[config.mk]
export PLATFORM = sky130hd
export DESIGN_NAME = fracns_clock
export DESIGN_NICKNAME = d
export VERILOG_FILES = /design/src/rtl/fracns_pkg.sv /design/src/rtl/fracns_regfile.sv /design/src/rtl/fracns_accum.sv /design/src/rtl/fracns_snap.sv /design/src/rtl/fracns_clock.sv
export SDC_FILE = /design/constraint.sdc
export NUM_CORES = 1
export LEC_CHECK = 0
export ABC_AREA = 1
export BUFFER_PORTS_ARGS = -buffer_cell sky130_fd_sc_hd__buf_2
export CORE_MARGIN = 2
export CORE_UTILIZATION = 50
export DETAILED_ROUTE_END_ITERATION = 16
export PLACE_DENSITY = 0.79
export SYNTH_ARGS = -nofsm -noshare
export SYNTH_HDL_FRONTEND = slang
export SYNTH_SLANG_ARGS = --single-unit
[constraint.sdc]
create_clock -name clk -period 3.4 [get_ports clk]
set_input_delay 0.68 -clock clk [delete_from_list [all_inputs] [get_ports clk]]
set_output_delay 0.68 -clock clk [all_outputs]
set_load 0.01 [all_outputs]
[src/rtl/fracns_pkg.sv]
package fracns_pkg;
   localparam int OFS_CFG  = 0;
   localparam int OFS_FRAC = 8;
   localparam int OFS_NS   = 16;
   localparam int OFS_COMP = 24;

   typedef enum logic [2:0] {
      SEL_NONE,
      SEL_CFG,
      SEL_FRAC,
      SEL_NS,
      SEL_COMP
   } reg_sel_e;
endpackage

[src/rtl/fracns_regfile.sv]
module fracns_regfile
   import fracns_pkg::*;
#(
   parameter int ADDR_W    = 12,
   parameter int DATA_W    = 64,
   parameter int BASE_ADDR = 'hF00,
   parameter int NS_W      = 64,
   parameter int FRAC_W    = 32,
   parameter int CW        = 64
) (
   input  logic              clk,
   input  logic              rst_n,
   input  logic              req_valid,
   input  logic              req_write,
   input  logic [ADDR_W-1:0] req_addr,
   input  logic [DATA_W-1:0] req_wdata,
   input  logic [FRAC_W-1:0] frac_in,
   input  logic [NS_W-1:0]   ns_rd_in,
   output logic              clk_en,
   output logic [CW-1:0]     comp,
   output logic              ld_frac,
   output logic              ld_ns,
   output logic              rd_frac,
   output logic              rd_ns,
   output logic              rsp_valid,
   output logic [DATA_W-1:0] rsp_rdata
);
   localparam logic [ADDR_W-1:0] A_CFG  = ADDR_W'(BASE_ADDR + OFS_CFG);
   localparam logic [ADDR_W-1:0] A_FRAC = ADDR_W'(BASE_ADDR + OFS_FRAC);
   localparam logic [ADDR_W-1:0] A_NS   = ADDR_W'(BASE_ADDR + OFS_NS);
   localparam logic [ADDR_W-1:0] A_COMP = ADDR_W'(BASE_ADDR + OFS_COMP);

   reg_sel_e          sel;
   logic              wr, rd;
   logic              en_q;
   logic [CW-1:0]     comp_q;
   logic [DATA_W-1:0] rd_mux;

   always_comb begin
      sel = SEL_NONE;
      if (req_addr == A_CFG)  sel = SEL_CFG;
      if (req_addr == A_FRAC) sel = SEL_FRAC;
      if (req_addr == A_NS)   sel = SEL_NS;
      if (req_addr == A_COMP) sel = SEL_COMP;
   end

   assign wr      = req_valid &  req_write;
   assign rd      = req_valid & ~req_write;
   assign ld_frac = wr && (sel == SEL_FRAC);
   assign ld_ns   = wr && (sel == SEL_NS);
   assign rd_frac = rd && (sel == SEL_FRAC);
   assign rd_ns   = rd && (sel == SEL_NS);

   always_comb begin
      unique case (sel)
         SEL_CFG:  rd_mux = DATA_W'(en_q);
         SEL_FRAC: rd_mux = DATA_W'(frac_in);
         SEL_NS:   rd_mux = DATA_W'(ns_rd_in);
         SEL_COMP: rd_mux = DATA_W'(comp_q);
         default:  rd_mux = '0;
      endcase
   end

   always_ff @(posedge clk or negedge rst_n) begin
      if (!rst_n) begin
         en_q      <= 1'b0;
         comp_q    <= '0;
         rsp_valid <= 1'b0;
         rsp_rdata <= '0;
      end else begin
         if (wr && sel == SEL_CFG)  en_q   <= req_wdata[0];
         if (wr && sel == SEL_COMP) comp_q <= req_wdata[CW-1:0];
         rsp_valid <= rd;
         if (rd) rsp_rdata <= rd_mux;
      end
   end

   logic unused_wd;
   assign unused_wd = ^req_wdata;

   assign clk_en = en_q;
   assign comp   = comp_q;
endmodule

[src/rtl/fracns_accum.sv]
module fracns_accum #(
   parameter int NS_W   = 64,
   parameter int FRAC_W = 32,
   parameter int CW     = 64
) (
   input  logic              clk,
   input  logic              rst_n,
   input  logic              en,
   input  logic [CW-1:0]     comp,
   input  logic              ld_frac,
   input  logic              ld_ns,
   input  logic [FRAC_W-1:0] ld_frac_val,
   input  logic [NS_W-1:0]   ld_ns_val,
   output logic [NS_W-1:0]   ns,
   output logic [FRAC_W-1:0] frac
);
   localparam int AW = NS_W + FRAC_W;

   logic [AW-1:0] acc_q;
   logic [AW-1:0] sum;

   assign sum = acc_q + AW'(comp);

   always_ff @(posedge clk or negedge rst_n) begin
      if (!rst_n) begin
         acc_q <= '0;
      end else if (ld_ns || ld_frac) begin
         if (ld_ns)   acc_q[AW-1:FRAC_W]  <= ld_ns_val;
         if (ld_frac) acc_q[FRAC_W-1:0]   <= ld_frac_val;
      end else if (en) begin
         acc_q <= sum;
      end
   end

   assign ns   = acc_q[AW-1:FRAC_W];
   assign frac = acc_q[FRAC_W-1:0];
endmodule

[src/rtl/fracns_snap.sv]
module fracns_snap #(
   parameter int NS_W       = 64,
   parameter bit USE_SHADOW = 1'b1
) (
   input  logic            clk,
   input  logic            rst_n,
   input  logic            rd_frac,
   input  logic            rd_ns,
   input  logic [NS_W-1:0] ns_live,
   output logic [NS_W-1:0] ns_rd
);
   generate
      if (USE_SHADOW) begin : g_shadow
         logic [NS_W-1:0] shadow_q;
         logic            armed_q;
         always_ff @(posedge clk or negedge rst_n) begin
            if (!rst_n) begin
               shadow_q <= '0;
               armed_q  <= 1'b0;
            end else if (rd_frac) begin
               shadow_q <= ns_live;
               armed_q  <= 1'b1;
            end else if (rd_ns) begin
               armed_q  <= 1'b0;
            end
         end
         assign ns_rd = armed_q ? shadow_q : ns_live;
      end else begin : g_live
         logic unused_snap;
         assign unused_snap = clk ^ rst_n ^ rd_frac ^ rd_ns;
         assign ns_rd = ns_live;
      end
   endgenerate
endmodule

[src/rtl/fracns_clock.sv]
module fracns_clock #(
   parameter int ADDR_W     = 12,
   parameter int DATA_W     = 64,
   parameter int BASE_ADDR  = 'hF00,
   parameter int NS_W       = 64,
   parameter int FRAC_W     = 32,
   parameter int INT_W      = 32,
   parameter bit USE_SHADOW = 1'b1
) (
   input  logic              clk,
   input  logic              rst_n,
   input  logic              req_valid,
   output logic              req_ready,
   input  logic              req_write,
   input  logic [ADDR_W-1:0] req_addr,
   input  logic [DATA_W-1:0] req_wdata,
   output logic              rsp_valid,
   output logic [DATA_W-1:0] rsp_rdata
);
   localparam int CW = INT_W + FRAC_W;

   generate
      if (NS_W > DATA_W || CW > DATA_W)
         $error("fracns_clock: register fields wider than data path");
      if (INT_W > NS_W || FRAC_W < 1)
         $error("fracns_clock: bad increment split");
      if (BASE_ADDR + 24 >= (1 << ADDR_W))
         $error("fracns_clock: register window outside address space");
   endgenerate

   logic              en_w;
   logic [CW-1:0]     comp_w;
   logic              ld_frac_w, ld_ns_w, rd_frac_w, rd_ns_w;
   logic [NS_W-1:0]   ns_w, ns_rd_w;
   logic [FRAC_W-1:0] frac_w;

   assign req_ready = 1'b1;

   fracns_regfile #(
      .ADDR_W(ADDR_W), .DATA_W(DATA_W), .BASE_ADDR(BASE_ADDR),
      .NS_W(NS_W), .FRAC_W(FRAC_W), .CW(CW)
   ) u_regs (
      .clk(clk), .rst_n(rst_n),
      .req_valid(req_valid), .req_write(req_write),
      .req_addr(req_addr), .req_wdata(req_wdata),
      .frac_in(frac_w), .ns_rd_in(ns_rd_w),
      .clk_en(en_w), .comp(comp_w),
      .ld_frac(ld_frac_w), .ld_ns(ld_ns_w),
      .rd_frac(rd_frac_w), .rd_ns(rd_ns_w),
      .rsp_valid(rsp_valid), .rsp_rdata(rsp_rdata)
   );

   fracns_accum #(.NS_W(NS_W), .FRAC_W(FRAC_W), .CW(CW)) u_acc (
      .clk(clk), .rst_n(rst_n), .en(en_w), .comp(comp_w),
      .ld_frac(ld_frac_w), .ld_ns(ld_ns_w),
      .ld_frac_val(req_wdata[FRAC_W-1:0]), .ld_ns_val(req_wdata[NS_W-1:0]),
      .ns(ns_w), .frac(frac_w)
   );

   fracns_snap #(.NS_W(NS_W), .USE_SHADOW(USE_SHADOW)) u_snap (
      .clk(clk), .rst_n(rst_n), .rd_frac(rd_frac_w), .rd_ns(rd_ns_w),
      .ns_live(ns_w), .ns_rd(ns_rd_w)
   );
endmodule

After elaboration in Yosys (flattened, before gate mapping)

Index checks and enable logic that the tools add are counted.
Widths: inputs -> output; s select.

Logic and storage cells: 45
Flip-flop bits (word level): 291
Input bits: 80

Bitwise gates (word level): 3
Reduce and logical (&&, ||, !) cells: 11
Equality and inequality tests: 10
Add/subtract/negate cells: 1
Muxes and demuxes: 12

Operators with widths:

| cell                 | count |
|---|---|
| $pmux 64 s4          | 1 |
| $mux 96              | 2 |
| $mux 64              | 2 |
| $add 96x64->96       | 1 |
| $eq 12x12->1 const B | 4 |
| $mux 32              | 1 |
| $mux 3               | 3 |
| $eq 3x2->1 const B   | 2 |
| $logic_and 1x1->1    | 6 |
| $ne 2x1->1 const B   | 2 |
| $reduce_and 2->1     | 2 |
| $reduce_bool 2->1    | 2 |
| $eq 3x1->1 const B   | 1 |
| $eq 3x3->1 const B   | 1 |
| $mux 1               | 3 |
| $and 1x1->1          | 2 |
| $logic_or 1x1->1     | 1 |
| $not 1->1            | 1 |

Longest topological paths before layout

Gate-level depths: netlist of the first run.

Word-level depth: 10
Mapped depth: 18
Depth with buffers taken out: 18

Modules after synthesis

From an unflattened synthesis of the first run, not the netlist that was laid out.

Cells, all modules: 3,691
Area, all modules: 22,347.7 um2

By module, submodules not included:

| module         | area each (um2) | cells each | times used | seq. area each (um2) |
|---|---|---|---|---|
| fracns_accum   | 12,861.1        | 2,401      | 1          | 2,402.3 |
| fracns_regfile | 6,184.7         | 807        | 1          | 3,253.1 |
| fracns_snap    | 3,290.7         | 481        | 1          | 1,626.6 |
| fracns_clock   | 11.3            | 2          | 1          | 0.0 |

Worst setup path before layout of the first run

Ideal clock, no wire load.

Path kind: input to register
Start point: input req_addr[2]
End point: register u_acc.acc_q[85]
Arrival: 2.069 ns
Setup slack: 1.214 ns
Stages on the path: 12
Cells stage by stage: nor2_1 -> nand2_1 -> nor2_2 -> inv_2 -> nor3_4 -> nand2_2 -> a21boi_2 -> buf_4 -> buf_4 -> a21oi_1 -> nand2_1 -> nand2_1

Longest elaborated chain between the ends: 10
Elaborated cells on any way between the ends: 17
Those cells by class: eq/ne: 7; mux: 5; reduce/logical: 5

RTL lines:

| what                                                             | RTL line                                   | source |
|---|---|---|
| start: declaration                                               | fracns_clock.sv:15                         | `input logic [ADDR_W-1:0] req_addr,` |
| $eq 12x12->1                                                     | fracns_regfile.sv:41                       | `if (req_addr == A_CFG) sel = SEL_CFG;` |
| $mux 1                                                           | fracns_regfile.sv:41                       |  |
| $mux 3                                                           | fracns_regfile.sv:42                       | `if (req_addr == A_FRAC) sel = SEL_FRAC;` |
| $mux 3                                                           | fracns_regfile.sv:43                       | `if (req_addr == A_NS) sel = SEL_NS;` |
| $mux 3 *                                                         | fracns_regfile.sv:44                       | `if (req_addr == A_COMP) sel = SEL_COMP;` |
| $eq 3x2->1 (on tied branches)                                    | fracns_regfile.sv:50, fracns_regfile.sv:49 |  |
| $logic_and 1x1->1 (on tied branches)                             | fracns_regfile.sv:50, fracns_regfile.sv:49 |  |
| $logic_or 1x1->1                                                 | fracns_accum.sv:27                         | `end else if (ld_ns \|\| ld_frac) begin` |
| $ne 2x1->1 (no source line) or $reduce_bool 2->1 (tied branches) | -                                          |  |
| $reduce_and 2->1 (no source line)                                | -                                          |  |
| end signal: indexed assignment                                   | fracns_accum.sv:28                         | `if (ld_ns) acc_q[AW-1:FRAC_W] <= ld_ns_val;` |
| end signal: indexed assignment                                   | fracns_accum.sv:29                         | `if (ld_frac) acc_q[FRAC_W-1:0] <= ld_frac_val;` |
| end signal: assignment                                           | fracns_accum.sv:31                         | `acc_q <= sum;` |
| end: declaration                                                 | fracns_accum.sv:19                         | `logic [AW-1:0] acc_q;` |

Every way passes the cells marked *; elsewhere a longest branch is shown, timed or not.
A chain may end at the register's enable or synchronous reset.

Worst setup path in the final report of the first run

Start point: register u_acc.acc_q[0]
End point: register u_acc.acc_q[64]

Longest elaborated chain between the ends: 3

RTL lines:

| what           | RTL line           | source |
|---|---|---|
| $add 96x64->96 | fracns_accum.sv:22 | `assign sum = acc_q + AW'(comp);` |
| $mux 96        | fracns_accum.sv:30 | `end else if (en) begin` |
| $mux 96        | fracns_accum.sv:27 |  |

Every way passes these cells. The select of a mux whose other input is x is not followed.

==> results.sh, run 1 <==
export IMPL_period_needed_ps=2970
export IMPL_cts_resized_gates=0
export IMPL_finalWorstSetupSlack_ps=426
export IMPL_fin_setup_tns_ps=0
export IMPL_crit_chain="ha_1 -> inv_1 -> fa_1 -> inv_1 -> nand3_1 -> nand2_1 -> nand2_1 -> nand2_1 -> nand2_1 -> nand2_1 -> nand2_1 -> nand3_1 -> nand2_1 -> nand3_1 -> nand3_1 -> nand2_1 -> nand2_1"
export IMPL_clkPwrFrac_pct=43.3
export IMPL_path_clk_slew_ps=60
export IMPL_hp_class="input port to asynchronous set/reset pin"
export IMPL_placedCellCount=3947
export IMPL_worst_setup_path_end_kind="flop"
export IMPL_die_w_um=208
export IMPL_synth_ff_type="dfrtp_1"
export IMPL_grtUsageTotal_pct=38.4
export IMPL_yosys_warnings=0
export IMPL_startpoint_type="flop"
export IMPL_clock_latency_ps=550
export IMPL_layout_common_cells="1175 x nand2_1, 533 x inv_1, 290 x dfrtp_1"
export IMPL_ys_async_sr_fraction_pct=100
export IMPL_r2r_cells=17
export IMPL_synth_edf_count=0
export IMPL_final_common_cell="nand2_1"
export IMPL_drtAntennaViolNets=0
export IMPL_power_frac_comb_pct=14.0
export IMPL_skew_ps=19.2
export IMPL_area_growth_pct=11.5
export IMPL_pwr_share_seq_pct=42.6
export IMPL_worst_path_max_fanout=5
export IMPL_grt_pass1_wl_um=127000
export IMPL_final_period_utilization_pct=87.5
export IMPL_cts_sinks=291
export IMPL_die_h_um=208
export IMPL_syn_cell_area_sq_mm=0.0209
export IMPL_cts_tree="done"
export IMPL_cts_made_buffers=34
export IMPL_gp_congestion=1.14
export IMPL_vias=22800
export IMPL_path_class="flop to flop"
export IMPL_syn_area_per_cell_sq_um=6.25
export IMPL_synth_top_area_cell="dfrtp_1"
export IMPL_drv_slew=0
export IMPL_instances_no_fill=4007
export IMPL_grt_pass1_vias=21100
export IMPL_switching_share_pct=29.3
export IMPL_worst_slew_pin_slew_ps=930
export IMPL_cts_root_buf="clkbuf_16"
export IMPL_cap_viol_max_count=0
export IMPL_gr_total_overflow=0
export IMPL_outcome="completed"
export IMPL_slowest_stage="fa_1"
export IMPL_fp_dieArea_sq_mm=0.0434
export IMPL_ioPinCount=146
export IMPL_ys_seq_area_share_pct=34.9
export IMPL_critPathArrivalTime_ps=3410
export IMPL_drtPass1Iterations=9
export IMPL_max_stage_delay_ps=410
export IMPL_p_sw_uw=2450
export IMPL_drtIter0Drc=3003
export IMPL_ys_top_cells_by_area="dfrtp_1 35%, nand2_1 21%, inv_1 9.6%"
export IMPL_synth_top_area_share_pct=34.9
export IMPL_antenna_found_initial=1
export IMPL_cts_path_max_buffers=3
export IMPL_rows=74
export IMPL_final_core_util_pct=56.8
export IMPL_start_util_pct=50.9
export IMPL_p_int_uw=5900
export IMPL_drt_wirelength_per_cell_um=20.8
export IMPL_max_slew_margin_pct=38.0
export IMPL_cts_setup_buffers=0
export IMPL_p_per_area_mw_per_mm2=358
export IMPL_fmax_ghz=0.336
export IMPL_syn_nets=3487
export IMPL_grt_max_degree=98
export IMPL_io_buffers=144
export IMPL_ys_seq_elements=291
export IMPL_num_nets_final=3596
export IMPL_coreArea_sq_mm=0.0410
export IMPL_drc=0
export IMPL_cts_max_level=2
export IMPL_ir_drop_mv=0.358
export IMPL_p_leak_uw=0.0128
export IMPL_yosysUniqueCellTypes=42
export IMPL_drt_wl_total_um=83400
export IMPL_finalHoldViolCount=0
export IMPL_place_ws_ps=488
export IMPL_setup_viol=0
export IMPL_crit_required_ps=3840
export IMPL_final_layout_size_suffix_gt1_share_pct=7.40
export IMPL_synthCells=3342
export IMPL_rsz0062_at_grt="no"
export IMPL_dp_hpwl_um=66500
export IMPL_via_per_inst=5.68
export IMPL_path_common_cell="nand2_1"
export IMPL_hold_buffers=0
[critical path: cells and delay by family, from the launching register on]
kind                       cells  cell delay, ps
adders and majority gates      2             660
buffers and inverters          2             140
DFF                            1             380
and+or+nand+nor               13            1690
[layout make-up]
| class | count | area [sq um] |
|---|---|---|
| inverter | 543 | 2040 |
| clock buffer | 48 | 1010 |
| antenna | 1 | 2.50 |
| timing repair buffer | 182 | 1100 |
| clock inverter | 11 | 67.6 |
| multi-input combinational | 2399 | 11100 |
| sequential | 291 | 7280 |
| fill | 4115 | 17700 |
| tap | 532 | 666 |
[routing by layer]
layer	GRT usage, %	share of wire, %
met4	15.7	4.6
met1	54.5	43
met3	7.20	10
met2	57.7	42
met5	0	0
[flip-flops by register name (all words and copies together) (netlist names)]
| name | cells |
|---|---|
| u_acc.acc_q | 96 |
| u_regs.comp | 64 |
| u_regs.rsp_rdata | 64 |
| u_snap.g_shadow.shadow_q | 64 |
| u_regs.clk_en | 1 |
| u_regs.rsp_valid | 1 |
| u_snap.g_shadow.armed_q | 1 |
[path summary, 6_finish.rpt]
check,endpoint,slack [ps],start
max,u_acc.acc_q[64],430,u_acc.acc_q[0]
min,u_acc.acc_q[38],170,rst_n
max reg2reg,u_acc.acc_q[64],430,u_acc.acc_q[0]
min reg2reg,u_regs.rsp_rdata[18],480,u_regs.rsp_rdata[18]
max in group asynchronous,u_snap.g_shadow.shadow_q[49],2350,rst_n
min in group clk,u_regs.comp[53],420,req_wdata[53]
[cell usage after synthesis (8+ instances only)]
| cell | n |
|---|---|
| a21oi_1 | 264 |
| a22o_1 | 8 |
| a31oi_1 | 11 |
| and2_1 | 8 |
| buf_2 | 29 |
| buf_4 | 8 |
| clkbuf_1 | 66 |
| dfrtp_1 | 291 |
| ha_1 | 64 |
| inv_1 | 534 |
| nand2_1 | 1177 |
| nand3_1 | 208 |
| nand3b_1 | 12 |
| nand4_1 | 32 |
| nor2_1 | 287 |
| nor3_1 | 15 |
| o211ai_1 | 34 |
| o21ai_0 | 200 |
| o22ai_1 | 16 |
| xor2_1 | 11 |
[power by group through the flow]
stage	sequential (uW)	clock (uW)	combinational, uW
finish	3560	3620	1170
floorplan	3600	0	662
CTS	3560	3660	1140
global route	3560	3780	1270
global placement	3620	0	1130
detailed placement	3620	0	1130
[metrics by stage]
step	hold WS [ps]	power, uW	instance area, sq um
5_1_grt	224	8620	23300
6_report	167	8350	23300
3_3_place_gp	460	4750	22200
3_5_place_dp	468	4750	22200
4_1_cts	182	8350	23300
2_1_floorplan	384	4260	20900
[kinds of logic after synthesis]
group / share of synthesized area, %
AOI/OAI and AO/OA: 14.6
other: 0.0179
buffers and inverters: 12.1
and+or+nand+nor: 33.8
adders and majority gates: 3.93
DFF: 34.9
xor gates and xnor gates: 0.713
No activity file was read; power rests on OpenSTA's default activity.
==> inputs of run 2 (changes only) <==
==> constraint.sdc (replaced) <==
create_clock -name clk -period 3.4 [get_ports clk]
set_input_delay 0.34 -clock clk [delete_from_list [all_inputs] [get_ports clk]]
set_output_delay 0.34 -clock clk [all_outputs]
set_load 0.01 [all_outputs]
==> run 2 against run 1 <==
Sequential share of layout area barely moved. Setup slack improved by 54 ps. Clock-buffer cell count rose by 2. Die area did not move. Combinational power barely moved. Clock power rose by 4%. Fmax rose by 1.8%. Non-clock buffer count fell by 3. Final area rose by 0.12%. First-iteration DRC count rose by 1.2%. Highest routed layer is now met5.
==> results.sh, run 2 (synthesis gave the netlist of run 1 again) <==
export IMPL_switching_share_pct=28.9
export IMPL_cp_depth=14
export IMPL_r2r_end="u_acc.acc_q[54]"
export IMPL_skew_ps=18.3
export IMPL_dp_hpwl_um=65900
export IMPL_hp_class="input port to flop"
export IMPL_p_per_area_mw_per_mm2=366
export IMPL_start_util_pct=50.9
export IMPL_largest_register="u_acc.acc_q"
export IMPL_io_buffers=144
export IMPL_pwr_share_seq_pct=41.8
export IMPL_drv_slew=0
export IMPL_max_slew_margin_pct=41.3
export IMPL_final_layout_size_suffix_gt1_share_pct=7.15
export IMPL_crit_family="simple AND/OR/NAND/NOR gates"
export IMPL_power_frac_comb_pct=13.9
export IMPL_p_leak_uw=0.0128
export IMPL_coreArea_sq_mm=0.0410
export IMPL_whs_ps=67.7
export IMPL_final_core_util_pct=56.9
export IMPL_drt_wl_total_um=83200
export IMPL_worst_path_max_fanout=5
export IMPL_grt_pass1_vias=20600
export IMPL_r2r_cells=14
export IMPL_gr_total_overflow=0
export IMPL_cp_buffers_inverters=2
export IMPL_cts_tree="done"
export IMPL_gp_congestion=1.08
export IMPL_r2r_slack_ps=480
export IMPL_drtIter0Drc=3038
export IMPL_via_per_inst=5.66
export IMPL_antenna_found_initial=2
export IMPL_worst_slew_pin_slew_ps=881
export IMPL_clock_latency_ps=550
export IMPL_cts_setup_buffers=0
export IMPL_vias=22600
export IMPL_die_w_um=208
export IMPL_cts_resized_gates=0
export IMPL_worst_setup_path_end_kind="flop"
export IMPL_n_antenna_cell=0
export IMPL_die_h_um=208
export IMPL_fp_dieArea_sq_mm=0.0434
export IMPL_path_clk_slew_ps=60
export IMPL_finalInstanceArea_sq_mm=0.0233
export IMPL_cts_path_max_buffers=3
export IMPL_p_int_uw=6070
export IMPL_final_period_utilization_pct=85.9
export IMPL_layout_common_cells="1175 x nand2_1, 533 x inv_1, 290 x dfrtp_1"
export IMPL_placedCellCount=3943
export IMPL_drtPass1Iterations=6
export IMPL_area_growth_pct=11.6
export IMPL_instances_no_fill=4002
export IMPL_p_sw_uw=2460
export IMPL_hold_buffers=1
export IMPL_critPathArrivalTime_ps=3390
export IMPL_drc=0
export IMPL_grt_max_degree=97
export IMPL_timing_rr_start="u_regs.comp[0]"
export IMPL_fin_setup_tns_ps=0
export IMPL_cts_made_buffers=35
export IMPL_drtAntennaViolNets=0
export IMPL_cap_viol_max_count=0
export IMPL_clkPwrFrac_pct=44.3
export IMPL_slowest_stage="fa_1"
export IMPL_rows=74
export IMPL_num_nets_final=3594
export IMPL_drt_wirelength_per_cell_um=20.8
export IMPL_grtUsageTotal_pct=38.0
export IMPL_largest_register_ffs=96
export IMPL_startpoint_type="flop"
export IMPL_fillers=4061
export IMPL_max_stage_delay_ps=400
export IMPL_finalHoldViolCount=0
export IMPL_postPlaceCellArea_sq_mm=0.0222
export IMPL_crit_end="u_acc.acc_q[54]"
export IMPL_crit_chain="ha_1 -> inv_1 -> fa_1 -> inv_1 -> nand3_1 -> nand2_1 -> nand2_1 -> nand2_1 -> nand2_1 -> nand3_1 -> nand3_1 -> nand3b_1 -> nand3_1 -> a21oi_1"
export IMPL_final_common_cell="nand2_1"
export IMPL_cts_root_buf="clkbuf_16"
export IMPL_path_class="flop to flop"
export IMPL_rsz0062_at_grt="no"
export IMPL_period_needed_ps=2920
export IMPL_cts_sinks=291
export IMPL_outcome="completed"
export IMPL_crit_start="u_regs.comp[0]"
export IMPL_grt_pass1_wl_um=125000
export IMPL_cts_max_level=2
export IMPL_ir_drop_mv=0.364
export IMPL_setup_viol=0
export IMPL_ioPinCount=146
export IMPL_fmax_ghz=0.342
export IMPL_crit_required_ps=3870
[run 2: final cells by class]
cell class / instances / area (sq um) / area share, %
clock buffer: 50 / 1020 / 4.39
clock inverter: 8 / 95.1 / 0.408
inverter: 543 / 2040 / 8.74
multi-input combinational: 2399 / 11100 / 47.7
sequential: 291 / 7280 / 31.2
tap: 532 / 666 / 2.85
timing repair buffer: 179 / 1100 / 4.70
[run 2: per-layer routing]
| metal | wire length, um | up-vias | part of all wire [%] | track usage, % |
|---|---|---|---|---|
| li1 | - | 10800 | - | - |
| met1 | 34100 | 10400 | 41 | 53.6 |
| met2 | 35100 | 1281 | 42 | 56.8 |
| met3 | 9600 | 206 | 12 | 7.06 |
| met4 | 4280 | 2 | 5.1 | 16.9 |
| met5 | 13 | - | 0.016 | 0 |
[run 2: worst min-delay path by stage]
stage,from,end,slack [ps],cells past startpoint
2_1_floorplan,rst_n,u_acc.acc_q[0],40,0
3_3_place_gp,rst_n,u_regs.comp[14],460,1
3_5_place_dp,rst_n,u_regs.comp[12],460,1
4_1_cts,req_write,u_regs.rsp_valid,50,2
5_1_grt,req_write,u_regs.rsp_valid,80,2
6_report,req_write,u_regs.rsp_valid,70,2
[run 2: power groups by stage]
stage / Sequential (uW) / Clock [uW] / Combinational (uW)
CTS: 3560 / 3790 / 1150
detailed placement: 3620 / 0 / 1140
global placement: 3620 / 0 / 1140
floorplan: 3600 / 0 / 662
finish: 3560 / 3780 / 1190
global route: 3560 / 3940 / 1300
[run 2: per-stage QoR]
| step | worst slack (ps) | power, uW |
|---|---|---|
| 2_1_floorplan | 1280 | 4260 |
| 3_3_place_gp | 666 | 4760 |
| 3_5_place_dp | 605 | 4760 |
| 4_1_cts | 576 | 8500 |
| 5_1_grt | 325 | 8800 |
| 6_report | 479 | 8530 |
